<file path="config.mk">
export PLATFORM = sky130hd
export DESIGN_NAME = mbus_frame_rx
export DESIGN_NICKNAME = d
export VERILOG_FILES = /design/src/rtl/mbus_rx_pkg.sv /design/src/rtl/mbus_gap_timer.sv /design/src/rtl/mbus_crc16.sv /design/src/rtl/mbus_frame_buf.sv /design/src/rtl/mbus_frame_rx.sv
export SDC_FILE = /design/constraint.sdc
export NUM_CORES = 1
export LEC_CHECK = 0
export ABC_AREA = 1
export BUFFER_PORTS_ARGS = -buffer_cell sky130_fd_sc_hd__buf_2
export CAP_MARGIN = 30
export CORE_ASPECT_RATIO = 0.5
export CORE_MARGIN = 1.5
export CORE_UTILIZATION = 30
export CTS_CLUSTER_SIZE = 24
export DETAILED_ROUTE_END_ITERATION = 10
export PLACE_DENSITY_LB_ADDON = 0.05
export SLEW_MARGIN = 15
export SYNTH_ARGS = -nofsm -noshare
export SYNTH_HDL_FRONTEND = slang
export SYNTH_SLANG_ARGS = --single-unit
</file>
<file path="constraint.sdc">
create_clock -name clk -period 3.3 [get_ports clk]
set_clock_uncertainty 0.05 [all_clocks]
set_input_delay 0.33 -clock clk [delete_from_list [all_inputs] [get_ports clk]]
set_output_delay 0.33 -clock clk [all_outputs]
set_load 0.01 [all_outputs]
</file>
<file path="src/rtl/mbus_rx_pkg.sv">
package mbus_rx_pkg;

  typedef enum logic {
    ST_COLLECT = 1'b0,
    ST_HOLD    = 1'b1
  } rx_state_e;

  localparam logic [15:0] CRC_SEED = 16'hFFFF;
  localparam logic [15:0] CRC_POLY = 16'hA001;

  // One byte through the reflected CRC-16, LSB first.
  function automatic logic [15:0] crc16_step(input logic [15:0] c_in,
                                             input logic [7:0]  d);
    logic [15:0] c;
    c = c_in ^ {8'h00, d};
    for (int i = 0; i < 8; i++) begin
      c = c[0] ? ((c >> 1) ^ CRC_POLY) : (c >> 1);
    end
    return c;
  endfunction

endpackage

</file>
<file path="src/rtl/mbus_gap_timer.sv">
module mbus_gap_timer #(
  parameter int unsigned LIMIT = 280
) (
  input  logic clk,
  input  logic rst_n,
  input  logic clr,
  output logic expired
);
  localparam int CW = $clog2(LIMIT + 1);

  logic [CW-1:0] cnt;

  // Saturating cycles-since-last-byte; starts idle after reset.
  always_ff @(posedge clk or negedge rst_n) begin
    if (!rst_n)                 cnt <= CW'(LIMIT);
    else if (clr)               cnt <= '0;
    else if (cnt != CW'(LIMIT)) cnt <= cnt + 1'b1;
  end

  assign expired = (cnt == CW'(LIMIT));
endmodule

</file>
<file path="src/rtl/mbus_crc16.sv">
module mbus_crc16
  import mbus_rx_pkg::*;
(
  input  logic       clk,
  input  logic       rst_n,
  input  logic       en,
  input  logic       restart,
  input  logic [7:0] data,
  output logic       zero
);
  logic [15:0] crc;
  logic [15:0] base;

  assign base = restart ? CRC_SEED : crc;

  always_ff @(posedge clk or negedge rst_n) begin
    if (!rst_n)  crc <= CRC_SEED;
    else if (en) crc <= crc16_step(base, data);
  end

  // Running over message plus appended CRC leaves a zero residue.
  assign zero = (crc == 16'h0000);
endmodule

</file>
<file path="src/rtl/mbus_frame_buf.sv">
module mbus_frame_buf #(
  parameter int DEPTH = 180,
  localparam int AW = $clog2(DEPTH)
) (
  input  logic          clk,
  input  logic          we,
  input  logic [AW-1:0] waddr,
  input  logic [7:0]    wdata,
  input  logic [AW-1:0] raddr,
  output logic [7:0]    rdata
);
  logic [7:0] mem [DEPTH];

  always_ff @(posedge clk) begin
    if (we) mem[waddr] <= wdata;
  end

  assign rdata = (32'(raddr) < DEPTH) ? mem[raddr] : 8'h00;
endmodule

</file>
<file path="src/rtl/mbus_frame_rx.sv">
module mbus_frame_rx
  import mbus_rx_pkg::*;
#(
  parameter int unsigned CLK_HZ  = 125_000_000,
  parameter int unsigned BAUD    = 9600,
  parameter int          DEPTH   = 180,
  parameter int          MIN_LEN = 4,
  localparam int AW = $clog2(DEPTH),
  localparam int LW = $clog2(DEPTH + 1)
) (
  input  logic          clk,
  input  logic          rst_n,
  input  logic          rx_valid,
  input  logic [7:0]    rx_data,
  input  logic [7:0]    unit_id,
  input  logic          tx_busy,
  output logic          frame_valid,
  input  logic          frame_ready,
  output logic [LW-1:0] frame_len,
  input  logic [AW-1:0] rd_addr,
  output logic [7:0]    rd_data
);
  localparam int unsigned GAP_CYC = int'((64'd28 * 64'(CLK_HZ)) / 64'(BAUD));

  rx_state_e     state;
  logic [LW-1:0] len;
  logic          drop;
  logic          expired, crc_zero;
  logic          collecting, accept, active, close, good, handoff;
  logic          start, cont, store, overflow;
  logic [AW-1:0] wr_addr;

  always_comb begin
    collecting = (state == ST_COLLECT);
    accept     = rx_valid && !tx_busy && collecting;
    active     = (len != '0);
    close      = collecting && expired && active;
    good       = !drop && (len >= LW'(MIN_LEN)) && crc_zero;
    handoff    = close && good;
    start      = accept && !handoff && (expired || !active);
    cont       = accept && active && !expired;
    store      = (start && (rx_data == unit_id)) ||
                 (cont && !drop && (len != LW'(DEPTH)));
    overflow   = cont && !drop && (len == LW'(DEPTH));
    wr_addr    = start ? '0 : AW'(len);
  end

  mbus_gap_timer #(.LIMIT(GAP_CYC)) u_gap (
    .clk     (clk),
    .rst_n   (rst_n),
    .clr     (accept),
    .expired (expired)
  );

  mbus_crc16 u_crc (
    .clk     (clk),
    .rst_n   (rst_n),
    .en      (store),
    .restart (start),
    .data    (rx_data),
    .zero    (crc_zero)
  );

  mbus_frame_buf #(.DEPTH(DEPTH)) u_buf (
    .clk   (clk),
    .we    (store),
    .waddr (wr_addr),
    .wdata (rx_data),
    .raddr (rd_addr),
    .rdata (rd_data)
  );

  always_ff @(posedge clk or negedge rst_n) begin
    if (!rst_n) begin
      state <= ST_COLLECT;
      len   <= '0;
      drop  <= 1'b0;
    end else begin
      unique case (state)
        ST_COLLECT: begin
          if (handoff) begin
            state <= ST_HOLD;
          end else if (start) begin
            len  <= LW'(1);
            drop <= (rx_data != unit_id);
          end else if (close) begin
            len  <= '0;
            drop <= 1'b0;
          end else if (store) begin
            len <= len + 1'b1;
          end else if (overflow) begin
            drop <= 1'b1;
          end
        end
        ST_HOLD: begin
          if (frame_ready) begin
            state <= ST_COLLECT;
            len   <= '0;
            drop  <= 1'b0;
          end
        end
        default: state <= ST_COLLECT;
      endcase
    end
  end

  assign frame_valid = (state == ST_HOLD);
  assign frame_len   = frame_valid ? len : '0;
endmodule

</file>
; Word-level counts from Yosys, hierarchy flattened
; Memories as Yosys holds them, arrays and structs flattened.
; Index checks and enable logic that the tools add are counted.
[word_totals]
word_cells = 90
ram_bits = 1440
output_inout_bits = 17
input_bits = 29
n_memories = 1
ff_bits = 45
[op_classes]
add_sub_neg = 2
magnitude_cmp = 2
n_eq_ne = 11
n_reduce_logical = 27
mux = 32
n_bitwise = 10
[memory_table]
columns = name, words, word_bits, rd, rd_ports_with_merged_regs, wr, line_no
row1 = u_buf.mem, 180, 8, 1, 0, 1, mbus_frame_buf.sv:12  ; logic [7:0] mem [DEPTH];
[ops]
columns = cell, count
row1 = 16-bit 2-to-1 mux, 9
row2 = 8-bit 2-to-1 mux, 8
row3 = 19-bit 2-to-1 mux, 2
row4 = 2-bit NOT with 3-bit output, 8
row5 = "19-bit by 1-bit adder with 19-bit output, second input constant", 1
row6 = "19-bit equality test, second input constant", 1
row7 = "19-bit != test, second input constant", 1
row8 = 16-bit zero test, 1
row9 = 8-bit case mux with 2 select lines, 1
row10 = 16-bit by 8-bit XOR with 16-bit output, 1
row11 = 1-bit logical AND, 15
row12 = 1-bit 2-to-1 mux, 10
row13 = "8-bit by 1-bit adder with 8-bit output, second input constant", 1
row14 = 8-bit equality test, 1
row15 = "8-bit equality test, second input constant", 1
row16 = "8-bit by 3-bit greater-or-equal comparator with 1-bit output, second input constant", 1
row17 = "8-bit less-than comparator, second input constant", 1
row18 = "4-bit by 1-bit != test with 1-bit output, second input constant", 2
row19 = 8-bit != test, 1
row20 = "8-bit != test, second input constant", 1
row21 = 8-bit nonzero test, 1
row22 = 1-bit zero test, 5
row23 = "2-bit != test, second input constant", 2
row24 = "4-bit by 3-bit != test with 1-bit output, second input constant", 1
row25 = 6 further kinds, 8

; Depth between registers and ports, before layout
[depth]
depth_word = 25
ltp_mapped = 22
ltp_nobuf = 22

; Modules after synthesis
; A second synthesis with hierarchy kept.
[hier_totals]
cells_unflattened = 5881
hier_area_um2 = 63428.3
[by_module_without_submodules]
columns = mod, cells_each, area_each_um2, seq_area_each_um2, n_inst
row1 = mbus_frame_buf, 5354, 59917.5, 43241.5, 1
row2 = mbus_gap_timer, 188, 1277.5, 485.5, 1
row3 = mbus_crc16, 159, 1119.8, 420.4, 1
row4 = mbus_frame_rx, 180, 1113.6, 250.2, 1

; Worst setup path before layout
; OpenSTA, ideal clock, no wires.
[synth_timing]
path_type = reg-to-reg
from = register u_gap.cnt[0]
to = memory u_buf.mem[14][0], enable pin
required_time_ns = 2.880
stages_incl_launch_ff = 17
setup_time_ns = 0.370
period_less_slack_ns = 3.032
arrival_time_ns = 2.611
slack_ns = 0.268
path_buffers = 3
cell_sequence = dfstp_2 ha_1 nand2_1 inv_1 nand3_1 nor2_2 nand2_2 a21oi_2 nand2_4 buf_6 inv_4 nand2_1 nand2_1 buf_6 buf_8 nand2_4 nor2_1
[synth_via]
elab_chain_len = 11
word_cells_on_any_way = 17
classes_between = 1 x eq/ne / 3 x mux / 13 x reduce/logical
[synth_rtl]
columns = element, line_no
row1 = from (decl), mbus_gap_timer.sv:11  ; logic [CW-1:0] cnt;
row2 = from (signal assigned), mbus_gap_timer.sv:15  ; if (!rst_n) cnt <= CW'(LIMIT);
row3 = from (signal assigned), mbus_gap_timer.sv:17  ; else if (cnt != CW'(LIMIT)) cnt <= cnt + 1'b1;
row4 = 19-bit equality test (*), mbus_gap_timer.sv:20  ; assign expired = (cnt == CW'(LIMIT));
row5 = 1-bit logical AND (2 in a row), mbus_frame_rx.sv:37  ; close = collecting && expired && active;
row6 = 1-bit logical AND, mbus_frame_rx.sv:39  ; handoff = close && good;
row7 = 1-bit zero test, mbus_frame_rx.sv:40  ; start = accept && !handoff && (expired || !active);
row8 = 1-bit logical AND (2 in a row), mbus_frame_rx.sv:40
row9 = 1-bit logical AND, mbus_frame_rx.sv:42  ; store = (start && (rx_data == unit_id)) ||
row10 = 1-bit logical OR, mbus_frame_rx.sv:42
row11 = 1-bit 2-to-1 mux, mbus_frame_buf.sv:15  ; if (we) mem[waddr] <= wdata;
row12 = 1-bit 2-to-1 mux (implied by the code), mbus_frame_buf.sv:15
row13 = to (decl), mbus_frame_buf.sv:12
; Every way passes the cells marked *; elsewhere a longest branch is shown, timed or not.

; Worst setup path after layout
[layout_timing]
from = memory u_buf.mem[13][6]
to = output rd_data[6]
[layout_via]
elab_chain_len = 2
[layout_rtl]
columns = element, line_no
row1 = memory read 180 x 8 bit, -
row2 = 8-bit 2-to-1 mux, mbus_frame_buf.sv:18  ; assign rdata = (32'(raddr) < DEPTH) ? mem[raddr] : 8'h00;
row3 = to (decl), mbus_frame_rx.sv:21  ; output logic [7:0] rd_data
; Every way passes these cells.

==> run summary <==
Count of final max-slew check failures - 0
Site Rows - 115
Final non-filler cell total - 7915
WS Path Type - reg -> out
Initial DRC Count - 4159
Leading area contributor after synthesis - edfxtp_1
Setup_tns - -0.00827 ns
Final Hold Viols - 0
Crit start category - flop
Yosys reg bits - 1485
Io pins - 46
Max Cap Viol - 0
Clk Latency, worst-skew pair - 0.80 ns
Die height - 319 um
Ys Warns - 0
Dpl cells - 7598
Clock-pin transition on the worst setup and hold timing paths - 0.06 ns
Post-Syn Nets - 4745
Class of the tightest hold or removal check - in -> reg
WL final - 221000 um
Die X - 635 um
Initial Utilization - 0.303
Crit path time final - 3.31 ns
Status - finished, violations left
Leak pwr - 24.5 nW
FILL cells - 19000
Routed Antenna Nets - 0
Number of global-route vias before repair - 41600
Util after Layout - 0.376
Worst vdd ir - 0.000335 V
Port Buffer Count - 45
Final setup violation count - 1
Mapped cell area - 59900 sq um
Clock sinks - 1485
Share of layout cells above drive strength 1 - 0.216
Syn_area_per_cell - 12.7 sq um
Post-DP HPWL - 140000 um
Via Count - 41300
Worst hold stages - 2
RSZ-0062 raised after global routing - yes
Violated checks - negative setup slack
Area Growth Syn to Fin - 24.1%
Final instance area - 74300 sq um
Min Hold Slack - 0.0297 ns
Dominant synthesized flop cell - edfxtp_1
DR vias/cell - 5.22
Max-slew headroom at the worst pin - 0.367
Power Density - 593 nW/um^2
Max clock buf depth - 4
Async S/R FF share, synth - 0.0303
Synth cell count leaders - edfxtp_1, nor2_1, o21ai_0
H-tree Lvls - 4
DP Area - 67200 sq um
GPL Wtd Cong - 0.868
Detailed Routing Iterations Pass 1 - 6
FMAX - 0.302 GHz
Top cells by area, synth - edfxtp_1, o21ai_0, nor2_1
Measured slew at the worst slew-check pin - 0.949 ns
Global-route wire length before repair - 306000 um
Layout Nets - 5201
CTS Buf Count - 157
Synth top area share - 0.722
Worst Reg-to-Reg Cells - 21
Sequential area share after synthesis - 0.741
Clock root buffer master - clkbuf_16
Fin crit share - 1.00
WL/cell - 27.9 um
Syn Inst Count - 4713
Die area - 203000 sq um
Post-synth EDFFs - 1440
Largest net degree at the start of global routing - 119
Yosys cell types - 51
Initial antenna violation count - 10
Critical Path Fanout Max - 1
TritonCTS clock tree - yes
Worst setup margin - -0.00827 ns
DR DRC count - 0
Most common cell in the netlist - edfxtp_1
Req. time, crit path - 2.92 ns
Crit end category - output pin
Core box area - 198000 sq um
WP data arrival - 2.93 ns
Gr usage total - 0.210
Grt ovf - 0
-- final timing paths --
path,endpoint,startpoint,slack (ns)
min reg2reg,u_gap.cnt[11],u_gap.cnt[11],0.44
max reg2reg,u_buf.mem[163][7],u_gap.cnt[1],0.06
max,rd_data[6],u_buf.mem[13][6],-0.008
min in group asynchronous,u_crc.crc[10],rst_n,0.25
min,u_buf.mem[125][2],rx_data[2],0.03
max in group asynchronous,drop,rst_n,2.10
-- stage by stage --
stage	power, W	setup WS [ns]
detailed placement	0.0265	-0.280
floorplan	0.0238	0.268
global placement	0.0265	-0.298
finish	0.0441	-0.00827
global route	0.0457	-0.128
CTS	0.0440	-0.123
-- registers in the layout, indices dropped and copies added (netlist names) --
name / cells
len: 8
u_buf.mem: 1440
u_gap.cnt: 19
drop: 1
frame_valid: 1
u_crc.crc: 16
-- critical path: stages, from the launching register on --
cell and delay, ns:
edfxtp_1 0.39, o21ai_2 0.14, o22ai_2 0.11, o211ai_1 0.30
nand4_1 0.32, o21ai_2 0.17, nand2_2 0.12, a31oi_4 0.19
buf_6 0.16, o21ai_4 0.07, buf_6 0.14
-- power breakdown --
| part | total (W) | switching, W | internal [W] |
|---|---|---|---|
| registers | 0.0211 | 0.000122 | 0.0210 |
| clock network | 0.0173 | 0.00750 | 0.00981 |
| logic | 0.00570 | 0.00388 | 0.00181 |
-- cell type report --
type	instances	area, sq um	share of cell area
Antenna cell	1	2.50	0.0000337
Tap cell	2632	3290	0.0443
Clock inverter	79	689	0.00928
Multi-Input combinational cell	2804	15100	0.203
Timing Repair Buffer	615	6300	0.0847
Clock buffer	193	4130	0.0555
Inverter	106	439	0.00591
Sequential cell	1485	44400	0.597
-- metal layers --
metal | global-route usage | part of all wire | up-vias
met1 | 0.310 | 0.47 | 21300
li1 | - | - | 18400
met3 | 0.0332 | 0.060 | 238
met2 | 0.324 | 0.44 | 1374
met5 | 0 | 0 | -
met4 | 0.0479 | 0.023 | 0
-- cells by family after synthesis --
| kind of cell | share of synthesized area |
|---|---|
| adders and majority gates | 0.000627 |
| buffers and inverters | 0.0281 |
| DFF | 0.741 |
| xor gates and xnor gates | 0.00244 |
| and+or+nand+nor | 0.106 |
| AOI/OAI and AO/OA | 0.122 |
-- cells in the final DEF (no fill, tap or decap), types with 93 or more instances in the layout --
| master | n |
|---|---|
| clkbuf_16 | 167 |
| edfxtp_1 | 1440 |
| buf_6 | 93 |
| nand3_1 | 117 |
| o221ai_1 | 120 |
| o22ai_1 | 225 |
| nand2_1 | 276 |
| o21ai_0 | 689 |
| nor2_1 | 855 |
| buf_4 | 379 |
-- repair_timing --
| item | in CTS | in global routing |
|---|---|---|
| setup endpoints to repair | 385 | 1419 |
| pin swaps | 45 | 58 |
| setup buffers | 2 | 29 |
| hold buffers | 6 | 0 |
| gates cloned | 0 | 10 |
| endpoints found under the hold margin | 45 | 0 |
| gates resized for setup | 174 | 325 |
Note: power is estimated with default switching activity, not from simulation.
